$ cat src/rtl/baud_gen_pkg.sv
package baud_gen_pkg;
   localparam int unsigned BG_PRESCALE_DEFAULT = 8;

   function automatic bit bg_is_pow2(input int unsigned v);
      return (v != 0) && ((v & (v - 1)) == 0);
   endfunction
endpackage

$ cat src/rtl/bg_prescale.sv
module bg_prescale #(
   parameter int unsigned PRE_RATIO = baud_gen_pkg::BG_PRESCALE_DEFAULT
) (
   input  logic clk,
   input  logic rst_n,
   input  logic clr,
   input  logic sel,
   output logic en_o
);
   localparam int unsigned PW = (PRE_RATIO > 1) ? $clog2(PRE_RATIO) : 1;
   localparam logic [PW-1:0] LAST = PW'(PRE_RATIO - 1);

   logic [PW-1:0] cnt;

   generate
      if (PRE_RATIO < 2) begin : g_bad_ratio
         $error("bg_prescale: PRE_RATIO must be at least 2");
      end

      if (baud_gen_pkg::bg_is_pow2(PRE_RATIO)) begin : g_wrap
         // power-of-two ratio: counter wraps naturally
         always_ff @(posedge clk or negedge rst_n) begin
            if (!rst_n)     cnt <= '0;
            else if (clr)   cnt <= '0;
            else if (sel)   cnt <= cnt + 1'b1;
         end
      end else begin : g_cmp
         always_ff @(posedge clk or negedge rst_n) begin
            if (!rst_n)     cnt <= '0;
            else if (clr)   cnt <= '0;
            else if (sel)   cnt <= (cnt == LAST) ? '0 : cnt + 1'b1;
         end
      end
   endgenerate

   assign en_o = !sel || (cnt == LAST);
endmodule

$ cat src/rtl/bg_sample_div.sv
module bg_sample_div #(
   parameter int unsigned CD_W = 16
) (
   input  logic            clk,
   input  logic            rst_n,
   input  logic            clr,
   input  logic            en_i,
   input  logic [CD_W-1:0] cd_i,
   output logic            tick_o
);
   logic [CD_W-1:0] cnt;
   logic            active;
   logic            last;

   assign active = (cd_i != '0);
   assign last   = (cnt == (cd_i - CD_W'(1)));

   always_ff @(posedge clk or negedge rst_n) begin
      if (!rst_n)                 cnt <= '0;
      else if (clr)               cnt <= '0;
      else if (en_i && active)    cnt <= last ? '0 : cnt + 1'b1;
   end

   assign tick_o = en_i && active && last && !clr;
endmodule

$ cat src/rtl/bg_bit_div.sv
module bg_bit_div #(
   parameter int unsigned BD_W = 8
) (
   input  logic            clk,
   input  logic            rst_n,
   input  logic            clr,
   input  logic            en_i,
   input  logic [BD_W-1:0] bd_i,
   output logic            tick_o
);
   logic [BD_W-1:0] cnt;
   logic            last;

   assign last = (cnt == bd_i);

   always_ff @(posedge clk or negedge rst_n) begin
      if (!rst_n)       cnt <= '0;
      else if (clr)     cnt <= '0;
      else if (en_i)    cnt <= last ? '0 : cnt + 1'b1;
   end

   assign tick_o = en_i && last && !clr;
endmodule

$ cat src/rtl/baud_tick_gen.sv
module baud_tick_gen #(
   parameter int unsigned CD_W      = 16,
   parameter int unsigned BD_W      = 8,
   parameter int unsigned PRE_RATIO = baud_gen_pkg::BG_PRESCALE_DEFAULT
) (
   input  logic            clk,
   input  logic            rst_n,
   input  logic            prescale_sel,
   input  logic [CD_W-1:0] clk_div,
   input  logic [BD_W-1:0] bit_div,
   output logic            sample_tick,
   output logic            bit_tick
);
   localparam int unsigned CFG_W = 1 + CD_W + BD_W;

   generate
      if (CD_W < 2) begin : g_bad_cd
         $error("baud_tick_gen: CD_W must be at least 2");
      end
      if (BD_W < 1) begin : g_bad_bd
         $error("baud_tick_gen: BD_W must be at least 1");
      end
   endgenerate

   logic [CFG_W-1:0] cfg_now;
   logic [CFG_W-1:0] cfg_q;
   logic             run_q;
   logic             restart;
   logic             pre_en;
   logic             s_tick;

   assign cfg_now = {prescale_sel, clk_div, bit_div};
   assign restart = !run_q || (cfg_now != cfg_q);

   always_ff @(posedge clk or negedge rst_n) begin
      if (!rst_n) begin
         cfg_q <= '0;
         run_q <= 1'b0;
      end else begin
         cfg_q <= cfg_now;
         run_q <= 1'b1;
      end
   end

   bg_prescale #(.PRE_RATIO(PRE_RATIO)) u_pre (
      .clk   (clk),
      .rst_n (rst_n),
      .clr   (restart),
      .sel   (prescale_sel),
      .en_o  (pre_en)
   );

   bg_sample_div #(.CD_W(CD_W)) u_sdiv (
      .clk    (clk),
      .rst_n  (rst_n),
      .clr    (restart),
      .en_i   (pre_en),
      .cd_i   (clk_div),
      .tick_o (s_tick)
   );

   bg_bit_div #(.BD_W(BD_W)) u_bdiv (
      .clk    (clk),
      .rst_n  (rst_n),
      .clr    (restart),
      .en_i   (s_tick),
      .bd_i   (bit_div),
      .tick_o (bit_tick)
   );

   assign sample_tick = s_tick;
endmodule

$ cat config.mk
export PLATFORM = sky130hd
export DESIGN_NAME = baud_tick_gen
export DESIGN_NICKNAME = d
export VERILOG_FILES = /design/src/rtl/baud_gen_pkg.sv /design/src/rtl/bg_prescale.sv /design/src/rtl/bg_sample_div.sv /design/src/rtl/bg_bit_div.sv /design/src/rtl/baud_tick_gen.sv
export SDC_FILE = /design/constraint.sdc
export NUM_CORES = 1
export LEC_CHECK = 0
export CAP_MARGIN = 20
export CORE_MARGIN = 2
export CORE_UTILIZATION = 60
export CTS_CLUSTER_DIAMETER = 40
export DETAILED_ROUTE_END_ITERATION = 7
export DONT_BUFFER_PORTS = 1
export PLACE_DENSITY_LB_ADDON = 0.15
export REMOVE_ABC_BUFFERS = 1
export SLEW_MARGIN = 30
export SYNTH_ARGS = -nofsm -noshare
export SYNTH_HDL_FRONTEND = slang
export SYNTH_HIERARCHICAL = 1
export SYNTH_SLANG_ARGS = --single-unit
$ cat constraint.sdc
create_clock -name clk -period 4.5 [get_ports clk]
set_input_delay 0.9 -clock clk [delete_from_list [all_inputs] [get_ports clk]]
set_output_delay 0.9 -clock clk [all_outputs]
set_load 0.005 [all_outputs]
Word-level counts from Yosys, hierarchy flattened
Cells that the tools add are included.

operators by class
  multiplexer cells = 8
  add/sub/neg operators = 4
  equal/unequal tests = 4
  reductions and logical operators = 14

operators with widths
  operator                                             number
  two-way mux 16 bit                                   3
  != test 25 bit                                       1
  two-way mux 8 bit                                    3
  adder 16 x 1 -> 16 bit (second input constant)       1
  equality test 16 bit                                 1
  nonzero test 16 bit                                  1
  subtractor 16 x 1 -> 16 bit (second input constant)  1
  adder 8 x 1 -> 8 bit (second input constant)         1
  equality test 8 bit                                  1
  two-way mux 3 bit                                    2
  nonzero test 2 bit                                   3
  logical AND 1 bit                                    5
  adder 3 x 1 -> 3 bit (second input constant)         1
  equality test 3 bit (second input constant)          1
  zero test 1 bit                                      3
  logical OR 1 bit                                     2

storage, ports and cells
  bits in registers = 53
  word-level logic and storage cells = 35
  output and inout bits = 2

Depth between registers and ports, before layout
  word-level depth = 7
  gate-level depth with buffers = 14
  gate-level depth less buffers = 12

Hierarchy
Netlist, hierarchy kept.

modules (own cells, without submodules)
  module         cells each  area each (um2)  times used  sequential area each (um2)
  bg_sample_div  200         1,626.6          1           400.4
  baud_tick_gen  61          927.1            1           650.6
  bg_bit_div     51          513.0            1           200.2
  bg_prescale    12          146.4            1           75.1

Least setup slack after synthesis
No wires, ideal clock.

  path kind = input port to output port
  from = in clk_div[3]
  to = out bit_tick
  setup slack = 0.432 ns
  stages = 10
  arrival = 3.168 ns
  required time = 3.600 ns
  path buffers = 2
  path through = buf_6 > or4_4 > o21ai_0 > or3b_1 > a21oi_1 > nand4b_1 > nor4_1 > buf_2 > inv_1 > nor3_1

between the ends
  word-level cells in the longest chain between the ends = 6
  elaborated cells on any way between the ends = 11
  classes of those cells = add/sub: 1; eq/ne: 2; reduce/logical: 8

RTL lines
  item                                                       line                 RTL
  start, declared                                            baud_tick_gen.sv:9   input logic [CD_W-1:0] clk_div,
  subtractor 16 x 1 -> 16 bit, or another cell as far along  bg_sample_div.sv:16  assign last = (cnt == (cd_i - CD_W'(1)));
  equality test 16 bit, or another cell as far along         bg_sample_div.sv:16
  logical AND 1 bit or zero test 1 bit (tied branches)       bg_sample_div.sv:24  assign tick_o = en_i && active && last && !clr;
  logical AND 1 bit *                                        bg_sample_div.sv:24
  net sample_tick                                            baud_tick_gen.sv:11  output logic sample_tick,
  logical AND 1 bit * (2 in a row)                           bg_bit_div.sv:22     assign tick_o = en_i && last && !clr;
  end, declared                                              baud_tick_gen.sv:12  output logic bit_tick

The timed path passes the listed nets; every way through them passes the cells marked *.

Worst setup path after layout
  from = in clk_div[0]
  to = out bit_tick

between the ends
  word-level cells in the longest chain between the ends = 6
  elaborated cells on any way between the ends = 11
  classes of those cells = add/sub: 1; eq/ne: 2; reduce/logical: 8

RTL lines
  item                                                       line
  subtractor 16 x 1 -> 16 bit, or another cell as far along  bg_sample_div.sv:16
  equality test 16 bit, or another cell as far along         bg_sample_div.sv:16
  logical AND 1 bit or zero test 1 bit (tied branches)       bg_sample_div.sv:24, bg_bit_div.sv:22
  logical AND 1 bit                                          bg_sample_div.sv:24
  logical AND 1 bit                                          bg_bit_div.sv:22
  logical AND 1 bit *                                        bg_bit_div.sv:22

Mark *: on every way between the ends. The rest lies on a longest branch, timed or not.

==> run metrics <==
clk buf depth 2; Post-synth ARST share 100%; # DRC 0; status completed; antenna cells 0; DR WL/cell 17.4 µm; critical path arrival 3.18 ns; Worst Tran Pin Value 0.605 ns; LEAKAGE 1.33 nW; Peak VDD IR 160 µV; Netlist cell types 58; Hold WC Path Type in -> async; Iter 0 DRT Violations 258; Slew HR 59.6%; Worst Setup End Kind output pin; Routed Antenna Nets 0; 1st-pass router iterations 4; Synth Warn # 6; first-pass GRT wire length 11.6 mm; Worst Path Max Fanout 10; final worst setup slack 0.425 ns; vias in the first global route 2324; pin count of the biggest net entering global routing 54; clk_lat worst skew 0.31 ns; Final GP Congestion 0.896; Detailed Place HPWL 5.13 mm; max-slew violations 0; Post-synth EDFFs 0; R2R Setup Slk 1.87 ns; GRT Resource Usage Total 24.7%; sequential power share 60.0%; max cap viols 0; critical path launch point clk_div[0]; share of cells above drive strength 1 8.98%; I/O pin cnt 29; Cells after Synth 324; Final #Nets 355; R2R cell count 11; die area 0.00596 mm²; Cell Pwr Density 245 mW/mm²; post-route clock skew 0.00910 ns; WS Path Type in -> out; H-tree levels 2; #FFs+latches synth 53; post-layout min period 4.08 ns; Psw 193 µW; Startpoint Class input port; Cell Int Power 629 µW; CP Data Required Time 3.60 ns; drt via density 6.08; CTS Buf Count 5; crit share post-route 90.6%; Die Wd 77.2 µm; Post-CTS Setup Repair Bufs 0; Vert. Die Dim 77.2 µm; Post-Route WL 6.85 mm; Logic pwr share 7.9%; Primary FF master, synth dfrtp_1; Avg Cell Area, Syn 9.92 µm²; reg2reg start u_sdiv/cnt[12]; Netlist Area Pre-Place 0.00321 mm²; CTS clk-pin slew, worst paths 0.10 ns; Fillers 434; Final Hold Fails 0; Seq/Total Area, Yosys 41.3%; vias 2390; Sw Ratio 23.5%; TritonCTS clock tree yes; initial antenna violation count 0; RR Endpoint u_bdiv/cnt[7]; PortBufs 0; Max Fclk 0.245 GHz; Synth-to-Final Area Change 4.44%; Clk pwr share 32.1%; capture point of the critical path bit_tick; DP Worst Slack 0.475 ns; Overflow after GRT 0; CTS Hold Buffers Added 0; clock sink total 53; root buffer cell clkbuf_8; most frequent cells in the layout dfrtp_1, xor2_1, xnor2_1; most common cell after layout, fill and taps aside dfrtp_1; Starting Density 62.5%; cts repair resizes 0; RSZ-0062 raised after global routing false; Final setup viols 0; FP Rows 26; CORE AREA 0.00514 mm²; post-layout power 822 µW
==> layer usage <==
layer	track usage, %	vias up	part of all wire (%)
met3	4.94	7	4.8
met2	37.5	58	46
met4	5.71	0	0.96
met1	36.4	1155	48
li1	-	1170	-
met5	0	-	0
==> cells by family (layout without fill, tap and decap cells) <==
group                      after synthesis  in the layout  synth area share [%]
AOI/OAI and AO/OA                       46             46                  11.3
xor gates and xnor gates                64             64                  17.4
adders and majority gates                5              5                  1.95
buffers and inverters                   18             17                  2.65
DFF                                     53             53                  41.3
muxes                                    3              3                 0.974
other                                    1              1                 0.117
and+or+nand+nor                        134            134                  24.3
==> layout make-up <==
class,instances,area [µm²],area share [%]
multi-input combinational,253,1810,53.9
sequential,53,1330,39.5
tap,70,87.6,2.61
clock buffer,5,68.8,2.05
inverter,7,26.3,0.783
timing repair buffer,3,22.5,0.671
clock inverter,2,16.3,0.485
==> per-stage QoR <==
stage          area (µm²)  util, %  TNS (ns)  instances  hold WS (ns)
6_report             3360     65.3         0        393         0.271
3_3_place_gp         3270     63.6         0        386         0.509
4_1_cts              3360     65.3         0        393         0.263
3_5_place_dp         3270     63.6         0        386         0.518
2_1_floorplan        3150        -    -0.112        313         0.490
5_1_grt              3360     65.3         0        393         0.249
==> how the worst min path moves through the flow <==
stage                               end  slack [ns]  cells after the start
after global placement     u_pre/cnt[1]        0.51                      2
after floorplan            u_pre/cnt[1]        0.49                      2
after detailed placement   u_pre/cnt[1]        0.52                      2
after global routing           cfg_q[2]        0.25                      0
final                          cfg_q[2]        0.27                      0
after CTS                 u_bdiv/cnt[2]        0.26                      0
==> synth_stat cells (6+ instances only) <==
cell | number | share of area [%]
dfrtp_1 | 53 | 41
xnor2_1 | 32 | 8.7
xor2_1 | 32 | 8.7
nor2_1 | 29 | 3.4
nand2_1 | 21 | 2.5
nand4_1 | 14 | 2.7
nor3_1 | 13 | 2.0
and3_1 | 10 | 1.9
inv_1 | 7 | 0.82
nor4_1 | 7 | 1.4
nand3b_1 | 6 | 1.4
o21ai_0 | 6 | 0.93
==> power by group through the flow <==
stage	logic, mW	clock network, mW	registers (mW)
2_1_floorplan	0.0533	0	0.502
3_3_place_gp	0.0641	0	0.502
3_5_place_dp	0.0640	0	0.502
4_1_cts	0.0646	0.271	0.493
5_1_grt	0.0721	0.295	0.494
6_report	0.0650	0.264	0.493
==> worst max-delay path: stages <==
cell and delay, ns:
inv_1 0.04, ha_1 0.18, nor2b_1 0.52, and3_1 0.27, o21ai_0 0.12, nor3b_1 0.26, nand4b_1 0.17, nor4_2 0.31
inv_1 0.16, nor3_1 0.25
==> registers in the layout, summed over array words and instances, names as in the netlist <==
signal	flops
u_sdiv/cnt	16
run_q	1
u_bdiv/cnt	8
cfg_q	25
u_pre/cnt	3
(Power assumes the default switching activity.)
